`config.mk`:
```
export PLATFORM = sky130hd
export DESIGN_NAME = lcd_scan_ctrl
export DESIGN_NICKNAME = d
export VERILOG_FILES = /design/src/rtl/lcd_scan_pkg.sv /design/src/rtl/lcd_row_ram.sv /design/src/rtl/lcd_phase_seq.sv /design/src/rtl/lcd_seg_pipe.sv /design/src/rtl/lcd_scan_ctrl.sv
export SDC_FILE = /design/constraint.sdc
export NUM_CORES = 1
export LEC_CHECK = 0
export BUFFER_PORTS_ARGS = -buffer_cell sky130_fd_sc_hd__buf_2
export CAP_MARGIN = 20
export CORE_MARGIN = 2
export CORE_UTILIZATION = 30
export CTS_CLUSTER_SIZE = 24
export DETAILED_ROUTE_END_ITERATION = 8
export GPL_TIMING_DRIVEN = 0
export SLEW_MARGIN = 20
export SYNTH_ARGS = -nofsm -noshare
export SYNTH_HDL_FRONTEND = slang
export SYNTH_SLANG_ARGS = --single-unit
```
`constraint.sdc`:
```
create_clock -name clk -period 6.95 [get_ports clk]
set_input_delay 0.695 -clock clk [delete_from_list [all_inputs] [get_ports clk]]
set_output_delay 0.695 -clock clk [all_outputs]
set_load 0.005 [all_outputs]
```
`src/rtl/lcd_scan_pkg.sv`:
```
package lcd_scan_pkg;
  typedef enum logic [1:0] {
    MUX_STATIC = 2'b00,
    MUX_DUAL   = 2'b01,
    MUX_TRIPLE = 2'b10,
    MUX_QUAD   = 2'b11
  } mux_mode_e;
endpackage

```
`src/rtl/lcd_row_ram.sv`:
```
module lcd_row_ram #(
  parameter int SEG_N  = 24,
  parameter int BP_N   = 4,
  parameter int ADDR_W = 5,
  parameter int PH_W   = 2
) (
  input  logic              clk,
  input  logic              rst_n,
  input  logic              we,
  input  logic [ADDR_W-1:0] waddr,
  input  logic [BP_N-1:0]   wdata,
  input  logic [PH_W-1:0]   rd_row,
  output logic [SEG_N-1:0]  rd_data
);
  logic [BP_N-1:0] mem [SEG_N];
  logic            addr_ok;

  assign addr_ok = (waddr < ADDR_W'(SEG_N));

  always_ff @(posedge clk) begin
    if (!rst_n) begin
      for (int i = 0; i < SEG_N; i++) mem[i] <= '0;
    end else if (we && addr_ok) begin
      mem[waddr] <= wdata;
    end
  end

  for (genvar g = 0; g < SEG_N; g++) begin : g_col
    assign rd_data[g] = mem[g][rd_row];
  end


  write_lands_chk: assert property (@(posedge clk) disable iff (!rst_n)
    (we && addr_ok) |=> mem[$past(waddr)] == $past(wdata));
endmodule

```
`src/rtl/lcd_phase_seq.sv`:
```
module lcd_phase_seq
  import lcd_scan_pkg::*;
#(
  parameter int BP_N = 4,
  parameter int PH_W = 2
) (
  input  logic            clk,
  input  logic            rst_n,
  input  logic [1:0]      mode,
  input  logic            tick,
  output logic [PH_W-1:0] fetch_row,
  output logic            pol,
  output logic [BP_N-1:0] bp_active
);
  logic [PH_W-1:0] ph, ph_upd;
  logic [PH_W:0]   n_ph;

  assign n_ph = (PH_W + 1)'(mode) + (PH_W + 1)'(1);

  function automatic logic [PH_W-1:0] step(input logic [PH_W-1:0] p,
                                           input logic [PH_W:0]   n);
    if (({1'b0, p} + (PH_W + 1)'(1)) >= n) return '0;
    return p + PH_W'(1);
  endfunction

  assign ph_upd    = tick ? step(ph, n_ph) : ph;
  assign fetch_row = step(ph_upd, n_ph);

  always_ff @(posedge clk) begin
    if (!rst_n) begin
      ph  <= '0;
      pol <= 1'b0;
    end else if (tick) begin
      ph <= ph_upd;
      if (ph_upd == '0) pol <= ~pol;
    end
  end

  for (genvar k = 0; k < BP_N; k++) begin : g_bp
    int slot;
    always_comb begin
      if (k < int'(n_ph))       slot = k;
      else if (int'(n_ph) == 3) slot = 1;
      else                      slot = k % int'(n_ph);
    end
    assign bp_active[k] = (int'(ph) == slot);
  end


  pol_wrap_chk: assert property (@(posedge clk) disable iff (!rst_n)
    (tick && ph_upd == '0) |=> pol != $past(pol));

  phase_hold_chk: assert property (@(posedge clk) disable iff (!rst_n)
    !tick |=> ($stable(ph) && $stable(pol)));

  quad_onehot_chk: assert property (@(posedge clk) disable iff (!rst_n)
    (mode == MUX_QUAD) |-> $countones(bp_active) == 1);

  triple_tie_chk: assert property (@(posedge clk) disable iff (!rst_n)
    (mode == MUX_TRIPLE) |-> bp_active[3] == bp_active[1]);

  dual_pair_chk: assert property (@(posedge clk) disable iff (!rst_n)
    (mode == MUX_DUAL) |-> (bp_active[0] == bp_active[2] && bp_active[1] == bp_active[3]));

  static_all_chk: assert property (@(posedge clk) disable iff (!rst_n)
    (mode == MUX_STATIC) |-> (bp_active == '0 || bp_active == '1));
endmodule

```
`src/rtl/lcd_seg_pipe.sv`:
```
module lcd_seg_pipe #(
  parameter int SEG_N = 24
) (
  input  logic             clk,
  input  logic             rst_n,
  input  logic             tick,
  input  logic [SEG_N-1:0] row_in,
  output logic [SEG_N-1:0] seg_on
);
  logic [SEG_N-1:0] stage_q, disp_q;

  always_ff @(posedge clk) begin
    if (!rst_n) begin
      stage_q <= '0;
      disp_q  <= '0;
    end else begin
      stage_q <= row_in;
      if (tick) disp_q <= stage_q;
    end
  end

  assign seg_on = disp_q;


  disp_steady_chk: assert property (@(posedge clk) disable iff (!rst_n)
    !tick |=> $stable(disp_q));
endmodule

```
`src/rtl/lcd_scan_ctrl.sv`:
```
module lcd_scan_ctrl #(
  parameter int SEG_N  = 24,
  parameter int BP_N   = 4,
  parameter int ADDR_W = 5,
  localparam int PH_W  = (BP_N > 1) ? $clog2(BP_N) : 1
) (
  input  logic              clk,
  input  logic              rst_n,
  input  logic [1:0]        mode,
  input  logic              frame_tick,
  input  logic              wr_valid,
  output logic              wr_ready,
  input  logic [ADDR_W-1:0] wr_addr,
  input  logic [BP_N-1:0]   wr_data,
  output logic [SEG_N-1:0]  seg_on,
  output logic [SEG_N-1:0]  seg_lvl,
  output logic [BP_N-1:0]   bp_active,
  output logic [BP_N-1:0]   bp_lvl,
  output logic              drive_pol
);
  logic             we;
  logic [PH_W-1:0]  fetch_row;
  logic [SEG_N-1:0] row_data;

  assign wr_ready = ~frame_tick;
  assign we       = wr_valid & wr_ready;

  lcd_row_ram #(.SEG_N(SEG_N), .BP_N(BP_N), .ADDR_W(ADDR_W), .PH_W(PH_W)) u_ram (
    .clk(clk), .rst_n(rst_n), .we(we), .waddr(wr_addr), .wdata(wr_data),
    .rd_row(fetch_row), .rd_data(row_data)
  );

  lcd_phase_seq #(.BP_N(BP_N), .PH_W(PH_W)) u_seq (
    .clk(clk), .rst_n(rst_n), .mode(mode), .tick(frame_tick),
    .fetch_row(fetch_row), .pol(drive_pol), .bp_active(bp_active)
  );

  lcd_seg_pipe #(.SEG_N(SEG_N)) u_pipe (
    .clk(clk), .rst_n(rst_n), .tick(frame_tick), .row_in(row_data), .seg_on(seg_on)
  );

  assign seg_lvl = seg_on ^ {SEG_N{drive_pol}};
  assign bp_lvl  = ~(bp_active ^ {BP_N{drive_pol}});


  ready_gap_chk: assert property (@(posedge clk) disable iff (!rst_n)
    frame_tick |-> !wr_ready);
endmodule

```
==> results.json <==
{
  "synth_edf_count": 96,
  "fin_skew_ps": 5.654,
  "htree_levels": 4,
  "syn_nets": 725,
  "nNetsFinal": 816,
  "hp-class": "register to register",
  "syn_area_um2": 7425,
  "detailed_place_hpwl_um": 12370,
  "finalSetupTns_ps": 0,
  "leakage_uw": 0.003804,
  "start_util_pct": 30.53,
  "yosys_warnings": 0,
  "ys_top_cells_by_count": "99 x and2_1, 96 x edfxtp_1, 74 x mux2i_1",
  "antenna_found_initial": 0,
  "drv_cap": 0,
  "critPathMaxFanout": 11,
  "synth_cells": 690,
  "die_area_um2": 26020,
  "finalWeightedCongestion": 0.8329,
  "min_period_ps": 5426,
  "grt-ovfl-total": 0,
  "coreArea_um2": 24320,
  "row_count": 57,
  "syn_area_per_cell_um2": 10.76,
  "multi_input_area_um2": 3291,
  "tightest_slew_ps": 835.6,
  "grt_pass1_wl_um": 27380,
  "synth.distinct_cells": 49,
  "clockBufferDepth": 2,
  "die_y_um": 161.3,
  "n_fill_cell": 2395,
  "ant_nets": 0,
  "areaGrowthSynthToFinish_pct": 18.44,
  "rsz0062_at_grt": "false",
  "arrival_ps": 5730,
  "final_hold_viol_count": 0,
  "grt_pass1_vias": 4885,
  "yosysMostFrequentCell": "and2_1",
  "viasPerCell": 4.606,
  "maxSlewHeadroom_pct": 44.30,
  "clock-root-buffer": "clkbuf_16",
  "layout-drive-gt1-share_pct": 15.49,
  "synth_seq_cells": 147,
  "pre_cts_ws_ps": 1087,
  "max_freq_mhz": 184.3,
  "post_cts.repair.setup_buffers": 0,
  "vdd_drop_max_mv": 0.1310,
  "synth_top_area_share_pct": 38.83,
  "io_pins": 73,
  "cts_buffers": 17,
  "grt_usage_pct": 13.79,
  "die_x_um": 161.3,
  "finalCritPeriodShare_pct": 78.08,
  "cts_sinks": 147,
  "tritoncts": "built",
  "drc": 0,
  "drtPass1Iterations": 5,
  "yosys-top-cells-area": "edfxtp_1 39%, dfxtp_1 14%, mux2i_1 10%",
  "async_flop_share_pct": 0,
  "setup.worst_path.start_class": "input pin",
  "finalWorstSetupSlack_ps": 1524,
  "yosys.area.top_type": "edfxtp_1",
  "maxSlewViolCount": 0,
  "grt_max_degree": 17,
  "critical_path_class": "input pin to register",
  "insertion_delay_ps": 420,
  "post_drt_wl_per_cell_um": 15.81,
  "cts_resized": 0,
  "regArea_um2": 3904,
  "cp-end-kind": "register",
  "drtIter0Drc": 397,
  "yosysSeqAreaShare_pct": 52.58,
  "finalSetupViolations": 0,
  "critical_path_required_ps": 7260,
  "status": "complete, no violations",
  "routed_wl_um": 17680,
  "yosys_most_used_dff": "edfxtp_1",
  "clkTransAtPathRegs_ps": 60,
  "io_buffers": 72,
  "diodes": 0,
  "vias": 5150,
  "postCtsHoldBufs": 0,
  "powerDensity_nw_per_um2": 302.9
}
==> state kept, by name, indices dropped and copies added (netlist names) <==
register / flops
u_seq.pol: 1
u_pipe.stage_q: 24
u_pipe.seg_on: 24
u_ram.mem: 96
u_seq.ph: 2
==> where the power goes <==
part	switching (uW)	total [uW]	internal, uW
Sequential	42.6	1070	1030
Clock	381	913	532
Combinational	388	680	292
Total	811	2660	1850
==> placed cells by master, fill, tap and decap left out, types with 3 or more instances in the layout <==
| cell | netlist | layout |
|---|---|---|
| nor2_1 | 37 | 37 |
| nand3b_1 | 4 | 4 |
| a21o_1 | 4 | 4 |
| and2_1 | 99 | 99 |
| buf_4 | 3 | 3 |
| o21ai_1 | 8 | 8 |
| edfxtp_1 | 96 | 96 |
| xnor2_1 | 6 | 6 |
| ha_1 | 20 | 20 |
| nor2b_1 | 28 | 28 |
| mux2i_1 | 74 | 74 |
| o21ai_0 | 29 | 29 |
| a211oi_1 | 5 | 5 |
| inv_6 | 0 | 5 |
| nand2_1 | 64 | 64 |
| and3_1 | 25 | 25 |
| a21oi_1 | 12 | 12 |
| clkbuf_16 | 0 | 20 |
| nand2b_1 | 8 | 8 |
| nand3_1 | 6 | 6 |
| nor3_1 | 3 | 3 |
| inv_1 | 10 | 10 |
| xor2_1 | 25 | 25 |
| buf_1 | 4 | 4 |
| clkbuf_1 | 32 | 32 |
| buf_2 | 7 | 79 |
| dfxtp_1 | 51 | 51 |
==> per-layer routing <==
metal / up-vias / track usage, % / wire [um]
met2: 119 / 23.56 / 8713
met5: - / 0 / 0
met3: 13 / 2.671 / 658
li1: 2557 / - / -
met1: 2461 / 17.78 / 8113
met4: 0 / 3.937 / 191
==> area by class of cell <==
class / instances / area share, %
Sequential cell: 147 / 44.39
Clock buffer: 20 / 5.692
Multi-Input combinational cell: 487 / 37.42
Clock inverter: 12 / 1.167
Inverter: 10 / 0.4269
Timing Repair Buffer: 72 / 4.098
Tap cell: 324 / 4.610
Buffer: 46 / 2.191
==> metrics by stage <==
stage	util, %	cells	total power (uW)	hold WS, ps	instance area (um2)
after detailed placement	33.68	1086	1781	479.5	8190
after global routing	36.16	1118	2795	507.8	8793
after global placement	33.68	1086	1775	470.4	8190
after CTS	36.16	1118	2690	488.7	8793
final	36.16	1118	2663	483.8	8793
after floorplan	-	690	1531	462.9	7425
==> logic make-up (layout without fill, tap and decap cells) <==
group / count (synthesis) / after routing / synth area share, %
DFF: 147 / 147 / 52.58
buffers and inverters: 56 / 160 / 3.101
adders and majority gates: 20 / 20 / 3.370
muxes: 75 / 75 / 10.16
AOI/OAI and AO/OA: 74 / 74 / 6.168
and+or+nand+nor: 286 / 286 / 20.75
xor gates and xnor gates: 32 / 32 / 3.876
==> worst max-delay path: stages <==
cell	delay, ps
buf_2	200
buf_2	250
inv_1	190
ha_1	390
inv_1	260
ha_1	290
a21o_1	170
a211oi_1	240
mux2i_1	100
buf_2	250
buf_2	290
ha_1	390
ha_1	290
a21o_1	150
a21oi_1	320
and2_1	180
clkbuf_1	240
clkbuf_1	510
nand2_1	100
and3_1	220
==> final timing paths <==
path                                                     from                              to  slack [ps]  cells past startpoint
worst max-delay path                                  mode[0]   u_pipe.stage_q[17]$_SDFF_PN0_        1520                     20
worst min-delay path            u_pipe.stage_q[11]$_SDFF_PN0_  u_pipe.seg_on[11]$_SDFFE_PN0P_         480                      2
worst max register to register       u_seq.ph[1]$_SDFFE_PN0P_   u_pipe.stage_q[17]$_SDFF_PN0_        2400                     16
worst min register to register  u_pipe.stage_q[11]$_SDFF_PN0_  u_pipe.seg_on[11]$_SDFFE_PN0P_         480                      2
(Power assumes the default switching activity.)
